<file path="config.mk">
export PLATFORM = sky130hd
export DESIGN_NAME = adc_trim_corrector
export DESIGN_NICKNAME = d
export VERILOG_FILES = /design/src/rtl/adc_trim_pkg.sv /design/src/rtl/adc_trim_fuse.sv /design/src/rtl/adc_trim_divider.sv /design/src/rtl/adc_trim_scale.sv /design/src/rtl/adc_trim_corrector.sv
export SDC_FILE = /design/constraint.sdc
export NUM_CORES = 1
export LEC_CHECK = 0
export BUFFER_PORTS_ARGS = -buffer_cell sky130_fd_sc_hd__buf_2
export CORE_MARGIN = 4
export CORE_UTILIZATION = 45
export DETAILED_ROUTE_END_ITERATION = 10
export MAX_ROUTING_LAYER = met4
export PLACE_DENSITY_LB_ADDON = 0.25
export SLEW_MARGIN = 20
export SYNTH_ARGS = -nofsm -noshare
export SYNTH_HDL_FRONTEND = slang
export SYNTH_HIERARCHICAL = 1
export SYNTH_SLANG_ARGS = --single-unit
</file>
<file path="constraint.sdc">
create_clock -name clk -period 6.64 [get_ports clk]
set_input_delay 0.332 -clock clk [delete_from_list [all_inputs] [get_ports clk]]
set_output_delay 0.332 -clock clk [all_outputs]
set_load 0.1 [all_outputs]
</file>
<file path="src/rtl/adc_trim_pkg.sv">
// Shared constants for the ADC gain/offset corrector.
// Assumes a 12-bit converter, 10-bit fuse trim fields and a 32-bit fuse word.
package adc_trim_pkg;
    localparam int RAW_W   = 12;
    localparam int FIELD_W = 10;
    localparam int FUSE_W  = 32;
    localparam int MV_FULL = 1500;
endpackage

</file>
<file path="src/rtl/adc_trim_fuse.sv">
// Extracts the enable bit and the two trim fields from the fuse word.
// Stores the unbiased signed trims on a load strobe.
// Assumes the field positions are stable while load is high.
module adc_trim_fuse #(
    parameter int FUSE_W  = 32,
    parameter int FIELD_W = 10,
    localparam int POS_W  = $clog2(FUSE_W),
    localparam int TRIM_W = FIELD_W + 1
) (
    input  logic                     clk,
    input  logic                     rst_n,
    input  logic                     load,
    input  logic [FUSE_W-1:0]        fuse_word,
    input  logic [POS_W-1:0]         en_pos,
    input  logic [POS_W-1:0]         gain_pos,
    input  logic [POS_W-1:0]         off_pos,
    output logic signed [TRIM_W-1:0] gain_trim,
    output logic signed [TRIM_W-1:0] off_trim
);
    localparam logic [TRIM_W-1:0] BIAS = TRIM_W'(1) << (FIELD_W - 1);

    logic               en_bit;
    logic [FIELD_W-1:0] gain_fld, off_fld;
    logic signed [TRIM_W-1:0] gain_s, off_s;

    // Pick the fields out of the word and remove the bias.
    always_comb begin
        en_bit   = fuse_word[en_pos];
        gain_fld = FIELD_W'(fuse_word >> gain_pos);
        off_fld  = FIELD_W'(fuse_word >> off_pos);
        gain_s   = $signed({1'b0, gain_fld}) - $signed(BIAS);
        off_s    = $signed({1'b0, off_fld}) - $signed(BIAS);
    end

    // Capture the trims on load; a cleared enable bit gives zero trims.
    always_ff @(posedge clk) begin
        if (!rst_n) begin
            gain_trim <= '0;
            off_trim  <= '0;
        end else if (load) begin
            gain_trim <= en_bit ? gain_s : '0;
            off_trim  <= en_bit ? off_s  : '0;
        end
    end
endmodule

</file>
<file path="src/rtl/adc_trim_divider.sv">
// Restoring unsigned divider that resolves one quotient bit per clock.
// Takes NUM_W steps after start; fin pulses for one cycle when quo is final.
// Assumes den is nonzero and start arrives only while neither busy nor fin is high.
module adc_trim_divider #(
    parameter int NUM_W = 25,
    parameter int DEN_W = 13,
    localparam int CNT_W = $clog2(NUM_W + 1)
) (
    input  logic             clk,
    input  logic             rst_n,
    input  logic             start,
    input  logic [NUM_W-1:0] num,
    input  logic [DEN_W-1:0] den,
    output logic             busy,
    output logic             fin,
    output logic [NUM_W-1:0] quo
);
    logic [DEN_W-1:0] rem_q, den_q, rem_nx;
    logic [DEN_W:0]   rem_sh;
    logic [CNT_W-1:0] cnt_q;
    logic             fits;

    // One restoring step: shift in the next numerator bit, then try to subtract.
    always_comb begin
        rem_sh = {rem_q, quo[NUM_W-1]};
        fits   = rem_sh >= {1'b0, den_q};
        rem_nx = fits ? DEN_W'(rem_sh - {1'b0, den_q}) : rem_sh[DEN_W-1:0];
    end

    // Step sequencing, quotient shift register and finish pulse.
    always_ff @(posedge clk) begin
        if (!rst_n) begin
            quo   <= '0;
            rem_q <= '0;
            den_q <= '0;
            cnt_q <= '0;
            busy  <= 1'b0;
            fin   <= 1'b0;
        end else begin
            fin <= 1'b0;
            if (start && !busy) begin
                quo   <= num;
                rem_q <= '0;
                den_q <= den;
                cnt_q <= CNT_W'(NUM_W);
                busy  <= 1'b1;
            end else if (busy) begin
                rem_q <= rem_nx;
                quo   <= {quo[NUM_W-2:0], fits};
                cnt_q <= cnt_q - CNT_W'(1);
                if (cnt_q == CNT_W'(1)) begin
                    busy <= 1'b0;
                    fin  <= 1'b1;
                end
            end
        end
    end
endmodule

</file>
<file path="src/rtl/adc_trim_scale.sv">
// Clamps the quotient to the code range, scales it to millivolts and
// registers both outputs with a one-cycle done pulse.
// Assumes fin is a single-cycle pulse and neg is valid while fin is high.
module adc_trim_scale #(
    parameter int NUM_W   = 25,
    parameter int RAW_W   = 12,
    parameter int MV_FULL = 1500,
    localparam int MV_W   = $clog2(MV_FULL + 1),
    localparam int PROD_W = RAW_W + MV_W
) (
    input  logic             clk,
    input  logic             rst_n,
    input  logic             fin,
    input  logic             neg,
    input  logic [NUM_W-1:0] quo,
    output logic             done,
    output logic [RAW_W-1:0] code_out,
    output logic [MV_W-1:0]  mv_out
);
    logic [RAW_W-1:0]  code_c;
    logic [PROD_W-1:0] prod;
    logic [MV_W-1:0]   mv_c;

    // Clamp to [0, 2^RAW_W-1] and convert to millivolts with truncation.
    always_comb begin
        if (neg)
            code_c = '0;
        else if (|quo[NUM_W-1:RAW_W])
            code_c = '1;
        else
            code_c = quo[RAW_W-1:0];
        prod = PROD_W'(code_c) * PROD_W'(MV_FULL);
        mv_c = MV_W'(prod >> RAW_W);
    end

    // Output registers, updated only when a division finishes.
    always_ff @(posedge clk) begin
        if (!rst_n) begin
            done     <= 1'b0;
            code_out <= '0;
            mv_out   <= '0;
        end else begin
            done <= fin;
            if (fin) begin
                code_out <= code_c;
                mv_out   <= mv_c;
            end
        end
    end
endmodule

</file>
<file path="src/rtl/adc_trim_corrector.sv">
// Top level of the ADC gain/offset corrector.
// Accepts one sample at a time and forms the trimmed numerator and
// denominator. It runs the serial divider and then scales the result.
// Assumes fuse_load is not raised in the same cycle as an accepted sample.
module adc_trim_corrector
    import adc_trim_pkg::*;
#(
    parameter int RAW_W    = adc_trim_pkg::RAW_W,
    parameter int FIELD_W  = adc_trim_pkg::FIELD_W,
    parameter int FUSE_W   = adc_trim_pkg::FUSE_W,
    parameter int MV_FULL  = adc_trim_pkg::MV_FULL,
    localparam int POS_W   = $clog2(FUSE_W),
    localparam int TRIM_W  = FIELD_W + 1,
    localparam int DIFF_W  = RAW_W + 1,
    localparam int NUM_W   = DIFF_W + RAW_W,
    localparam int DEN_W   = RAW_W + 1,
    localparam int MV_W    = $clog2(MV_FULL + 1)
) (
    input  logic              clk,
    input  logic              rst_n,
    input  logic [FUSE_W-1:0] fuse_word,
    input  logic [POS_W-1:0]  en_pos,
    input  logic [POS_W-1:0]  gain_pos,
    input  logic [POS_W-1:0]  off_pos,
    input  logic              fuse_load,
    input  logic              cal_en,
    input  logic              raw_valid,
    input  logic [RAW_W-1:0]  raw_code,
    output logic              busy,
    output logic              done,
    output logic [RAW_W-1:0]  code_out,
    output logic [MV_W-1:0]   mv_out
);
    logic signed [TRIM_W-1:0] gain_trim, off_trim, gain_use, off_use;
    logic signed [DIFF_W:0]   diff_s;
    logic [NUM_W-1:0]         num;
    logic [DEN_W-1:0]         den;
    logic [NUM_W-1:0]         quo;
    logic                     div_busy, div_fin, accept, neg_q;

    adc_trim_fuse #(.FUSE_W(FUSE_W), .FIELD_W(FIELD_W)) u_fuse (
        .clk(clk), .rst_n(rst_n), .load(fuse_load), .fuse_word(fuse_word),
        .en_pos(en_pos), .gain_pos(gain_pos), .off_pos(off_pos),
        .gain_trim(gain_trim), .off_trim(off_trim)
    );

    // Acceptance gate and numerator/denominator formation; bypass uses zero trims.
    always_comb begin
        busy     = div_busy | div_fin;
        accept   = raw_valid & ~busy;
        gain_use = cal_en ? gain_trim : '0;
        off_use  = cal_en ? off_trim  : '0;
        diff_s   = $signed({2'b00, raw_code})
                 - $signed({{(DIFF_W + 1 - TRIM_W){off_use[TRIM_W-1]}}, off_use});
        num      = {diff_s[DIFF_W-1:0], {RAW_W{1'b0}}};
        den      = (DEN_W'(1) << RAW_W)
                 + {{(DEN_W - TRIM_W){gain_use[TRIM_W-1]}}, gain_use};
    end

    // Remember whether the accepted numerator was negative.
    always_ff @(posedge clk) begin
        if (!rst_n)
            neg_q <= 1'b0;
        else if (accept)
            neg_q <= diff_s[DIFF_W];
    end

    adc_trim_divider #(.NUM_W(NUM_W), .DEN_W(DEN_W)) u_div (
        .clk(clk), .rst_n(rst_n), .start(accept), .num(num), .den(den),
        .busy(div_busy), .fin(div_fin), .quo(quo)
    );

    adc_trim_scale #(.NUM_W(NUM_W), .RAW_W(RAW_W), .MV_FULL(MV_FULL)) u_scale (
        .clk(clk), .rst_n(rst_n), .fin(div_fin), .neg(neg_q), .quo(quo),
        .done(done), .code_out(code_out), .mv_out(mv_out)
    );
endmodule

</file>
# [After elaboration in Yosys (flattened, before gate mapping)]
# Index checks and enable logic that the tools add are counted.
[op_classes] n_addsub=6 mux=17 div=0 reduce_logical=6 n_lt_le_gt_ge=2 eq_ne=1 bitwise=5 n_mul=1 n_shift=2
[ops] op=">> shifter 32 x 5 -> 10 bit" count=2
[ops] op="2-to-1 mux 25 bit" count=2
[ops] op="2-to-1 mux 11 bit" count=4
[ops] op="2-to-1 mux 12 bit" count=2
[ops] op="subtractor 10 x 10 -> 11 bit, second input constant" count=2
[ops] op="multiplier 12 x 9 -> 21 bit, second input constant" count=1
[ops] op=">= comparator 14 x 13 -> 1 bit" count=1
[ops] op="subtractor 13 x 11 -> 14 bit" count=1
[ops] op="adder 13 bit, first input constant" count=1
[ops] op="2-to-1 mux 13 bit" count=1
[ops] op="OR reduction 13 bit" count=1
[ops] op="subtractor 13 bit" count=1
[ops] op="2-to-1 mux 5 bit" count=2
[ops] op="less-than comparator 5 x 6 -> 1 bit, second input constant" count=1
[ops] op="binary-select mux 1 bit (select 5 bit)" count=1
[ops] op="equality test 5 x 1 -> 1 bit, second input constant" count=1
[ops] op="2-to-1 mux 1 bit" count=5
[ops] op="subtractor 5 x 1 -> 5 bit, second input constant" count=1
[ops] op="inverter 1 bit" count=3
[ops] op="OR reduction 3 bit" count=1
[ops] op="nonzero test 2 bit" count=1
[ops] op="OR reduction 2 bit" count=1
[ops] op="AND 1 bit" count=1
[ops] op="logical AND 1 bit" count=1
[ops] op="other kinds (2)" count=2
[word_totals] ram_bits=0 n_memories=0 latch_bits=0 ff_bits=105 output_inout_bits=25 inputBits=64 elab_cells=54 romBits=0

# [Logic depth before layout (Yosys ltp)]
[depth] ltp_word=5 mapped_depth=21 ltp_nobuf=20

# [By module]
# The synthesis kept the hierarchy.
[by_module_without_submodules] module="adc_trim_fuse" seq_area_each_um2=400.4 instances=1 cells_each=390 area_each_um2=4236.6
[by_module_without_submodules] module="adc_trim_scale" seq_area_each_um2=480.5 instances=1 cells_each=433 area_each_um2=3627.2
[by_module_without_submodules] module="adc_trim_divider" seq_area_each_um2=1161.1 instances=1 cells_each=399 area_each_um2=3179.3
[by_module_without_submodules] module="adc_trim_corrector" seq_area_each_um2=20.0 instances=1 cells_each=124 area_each_um2=883.3

# [Worst setup path after synthesis]
# OpenSTA, ideal clock, no wires.
[synth_path] kind="register to register" start="register u_div.quo[24]" end="register u_scale.mv_out[3]" required_ns=6.521 path_buffers=1 path_stages_with_launch=21 setup_ns=0.119 arrival_ns=4.795 slack_ns=1.726 synth_period_minus_slack_ns=4.914 cell_sequence="dfxtp_1 -> nor4_1 -> nand4_1 -> clkbuf_1 -> nor2_1 -> nor2_1 -> fa_1 -> inv_1 -> fa_1 -> inv_1 -> fa_1 -> inv_1 -> fa_1 -> inv_1 -> ha_1 -> a21oi_2 -> nand2_1 -> o2bb2ai_2 -> nor3_1 -> or3_1 -> a32o_1"
[synth_via] elab_chain_len=4
[synth_rtl] item="start: declaration" line="adc_trim_divider.sv:16" text="output logic [NUM_W-1:0] quo"
[synth_rtl] item="start signal: assignment" line="adc_trim_divider.sv:42" text="quo <= num;"
[synth_rtl] item="start signal: assignment" line="adc_trim_divider.sv:49" text="quo <= {quo[NUM_W-2:0], fits};"
[synth_rtl] item="OR reduction 13 bit" line="adc_trim_scale.sv:28" text="else if (|quo[NUM_W-1:RAW_W])"
[synth_rtl] item="2-to-1 mux 12 bit" line="adc_trim_scale.sv:28"
[synth_rtl] item="2-to-1 mux 12 bit" line="adc_trim_scale.sv:26" text="if (neg)"
[synth_rtl] item="via u_scale.code_c[9]" line="adc_trim_scale.sv:20" text="logic [RAW_W-1:0] code_c;"
[synth_rtl] item="multiplier 12 x 9 -> 21 bit" line="adc_trim_scale.sv:32" text="prod = PROD_W'(code_c) * PROD_W'(MV_FULL);"
[synth_rtl] item="end signal: assignment" line="adc_trim_scale.sv:46" text="mv_out <= mv_c;"
[synth_rtl] item="end: declaration" line="adc_trim_scale.sv:18" text="output logic [MV_W-1:0] mv_out"
# The timed path passes the listed nets, and every way through them passes these cells.
# A chain may end at the register's enable or synchronous reset.

# [Final worst setup path]
# Ends and elaborated chain as after synthesis.

==> results_dict.tcl <==
set metrics [dict create \
    status "finished clean" \
    dr.pass1.iters 5 \
    cts_setup_buffers 0 \
    skew_ns 0.00933 \
    synth_compound_area_share_pct 16.0 \
    r2r_end "u_scale/mv_out[3]" \
    relSlewSlack_pct 41.5 \
    die_h_um 171 \
    worstRegToRegCells 20 \
    path_class "reg2reg" \
    r2r_start "u_div/quo[24]" \
    cp.buffers_inverters 5 \
    grt_overflow 0 \
    clockBufferDepth 2 \
    max_stage_delay_ns 0.62 \
    synthAdderAreaFrac_pct 16.5 \
    cts.reportedPaths.clkPinSlew_ns 0.08 \
    synth.avg_cell_area_um2 8.86 \
    track_usage_pct 22.5 \
    critPathTopFamily "adder cells" \
    fin_crit_ns 5.39 \
    cp.required_ns 6.90 \
    reg2reg_slack_ns 1.25 \
    endpoint_kind "register" \
    numCtsBuffers 9 \
    min_path_cells 2 \
    seq_area_frac_synth_pct 17.3 \
    ios 89 \
    setup_tns_ns 0 \
    crit_fanout 21 \
    synth-seq-cells 103 \
    utilization_pct 48.5 \
    drt-vias-per-instance 5.97 \
    async_flop_share_pct 0 \
    synth_edf_count 0 \
    synth_ff_type "dfxtp_1" \
    synth_xor_area_share_pct 2.06 \
    first_iter_violations 824 \
    syn_inst 1346 \
    initial_core_util_pct 45.8 \
    synth_top_family_by_area "multiplexers" \
    numClockSinks 103 \
    synthSimpleGateAreaFrac_pct 15.4 \
    fmax_mhz 185 \
    rows 59 \
    slew_viol_final 0 \
    seq_area_mm2 0.00206 \
    holdPathEnd "u_scale/mv_out[7]" \
    cts_root_buf "clkbuf_16" \
    hold_viol_final 0 \
    core_mm2 0.0261 \
    startpoint_type "register" \
    critical_path.cell_chain "nor4_1 > nand4_1 > buf_4 > nor2_1 > nor2_1 > fa_1 > inv_1 > fa_1 > inv_1 > fa_1 > inv_1 > fa_1 > inv_1 > ha_1 > a21oi_2 > nand2_1 > o2bb2ai_2 > nor3_1 > or3_1 > a32o_1" \
    syn_area_mm2 0.0119 \
    ant_nets 0 \
    place_hpwl_um 22700 \
    grt_pass1_vias 9781 \
    muxShareOfSynthArea_pct 23.7 \
    grt_max_degree 91 \
    post-route-period-util_pct 81.2 \
    final_common_cell "inv_1" \
    nets 1547 \
    post_cts_resized 0 \
    grt_pass1_wl_um 51700 \
    wl_um 31300 \
    drive_gt1_share_pct 17.7 \
    synthToLayoutAreaGrowth_pct 5.99 \
    critPathArrivalTime_ns 5.65 \
    vias 10100 \
    ys_warn_count 6 \
    hold_start "u_scale/mv_out[7]" \
    htree_levels 3 \
    cap_violations 0 \
    portBuffers 88 \
    cts_tree "done" \
    grt_setup_unrepaired "false" \
    gp_congestion 0.946 \
    fp.dieW_um 171 \
    cp_slowest_cell "fa_1" \
    nFillCells 2506 \
    drc 0 \
    final_cell_mix "inv_1, nor2_1, dfxtp_1, nand2_1, buf_2" \
    clk_latency_ns 0.37 \
    multi_input_area_mm2 0.00884 \
    hp-class "reg2reg" \
    dieArea_mm2 0.0292 \
    hold_buffers 0 \
    worstMarginPinSlew_ns 0.878 \
    wl_per_cell_um 18.5 \
    setup_viol 0 \
    antenna_found_initial 1 \
    ys_types 86 \
]
## per-stage QoR
| stage | instances | hold WS, ns | setup WS (ns) | instance area, um^2 |
|---|---|---|---|---|
| 2_1_floorplan | 1357 | 0.434 | 1.73 | 12000 |
| 3_3_place_gp | 1678 | 0.434 | 1.43 | 12300 |
| 3_5_place_dp | 1678 | 0.437 | 1.26 | 12300 |
| 4_1_cts | 1694 | 0.448 | 1.24 | 12600 |
| 5_1_grt | 1695 | 0.481 | 0.892 | 12600 |
| 6_report | 1695 | 0.444 | 1.25 | 12600 |
## final cells by class
| type | count | area share, % |
|---|---|---|
| Multi-Input combinational cell | 1005 | 69.9 |
| Inverter | 141 | 4.19 |
| Sequential cell | 103 | 16.3 |
| Tap cell | 335 | 3.32 |
| Clock inverter | 7 | 0.574 |
| Timing Repair Buffer | 94 | 3.88 |
| Clock buffer | 9 | 1.78 |
| Antenna cell | 1 | 0.0198 |
## worst max path at each step
| stage | from | endpoint | cells past startpoint | slack (ns) |
|---|---|---|---|---|
| after floorplan | u_div/quo[24] | u_scale/mv_out[3] | 20 | 1.73 |
| after global placement | u_div/quo[24] | u_scale/mv_out[3] | 20 | 1.43 |
| after detailed placement | u_div/quo[24] | u_scale/mv_out[3] | 20 | 1.26 |
| after CTS | u_div/quo[24] | u_scale/mv_out[3] | 20 | 1.24 |
| after global routing | u_div/quo[24] | u_scale/mv_out[3] | 20 | 0.89 |
| final | u_div/quo[24] | u_scale/mv_out[3] | 20 | 1.25 |
## flip-flops by register name, indices dropped and copies added, names as in the netlist, 5 cells and up
signal            flops
u_div/quo            25
u_div/den_q          13
u_div/rem_q          13
u_scale/code_out     12
u_scale/mv_out       11
u_fuse/gain_trim     10
u_fuse/off_trim      10
u_div/cnt_q           5
## Yosys cell counts (all sizes together) (7+ instances only)
| master | instances | area [um^2] |
|---|---|---|
| inv | 138 | 518 |
| nor2 | 127 | 477 |
| dfxtp | 103 | 2060 |
| nand2 | 96 | 363 |
| a21oi | 87 | 450 |
| ha | 83 | 1040 |
| mux4 | 80 | 1820 |
| mux2i | 74 | 741 |
| clkbuf | 65 | 245 |
| fa | 46 | 921 |
| buf | 43 | 300 |
| o21ai | 40 | 204 |
| nand3 | 26 | 130 |
| mux2 | 24 | 274 |
| nor2b | 22 | 138 |
| and2 | 18 | 113 |
| nor3 | 18 | 95.1 |
| o211ai | 18 | 145 |
| nand3b | 17 | 128 |
| xnor2 | 17 | 149 |
| a22o | 16 | 140 |
| a31oi | 15 | 93.8 |
| or2 | 13 | 83.8 |
| a211oi | 12 | 105 |
| and3 | 12 | 76.3 |
| xor2 | 11 | 96.3 |
| a21o | 9 | 67.6 |
| nand4 | 9 | 56.3 |
| a211o | 8 | 71.3 |
| a22oi | 8 | 60.1 |
| nand2b | 8 | 50.1 |
| a32o | 7 | 70.1 |
## layer usage
metal  wire [um]  vias to the layer above  track usage, %
li1            -                     4839               -
met1       13900                     4798            31.1
met2       14300                      408            34.6
met3        2220                       72            3.17
met4         839                        0            6.84
met5           0                        -               -
## logic make-up (layout without fill, tap and decap cells)
group	after synthesis	after routing
AOI/OAI and AO/OA	275	275
muxes	178	178
other	1	13
adders and majority gates	130	130
DFF	103	103
buffers and inverters	249	251
xor gates and xnor gates	28	28
and+or+nand+nor	382	382
## worst min-delay path, cell delays in order (launching register included)
cell and delay [ns]:
dfxtp_1 0.31, nand2_1 0.05, o21ai_1 0.05
Power is not shown: default switching activity piles up to over one toggle a cycle in this logic, so the estimate is an artifact.
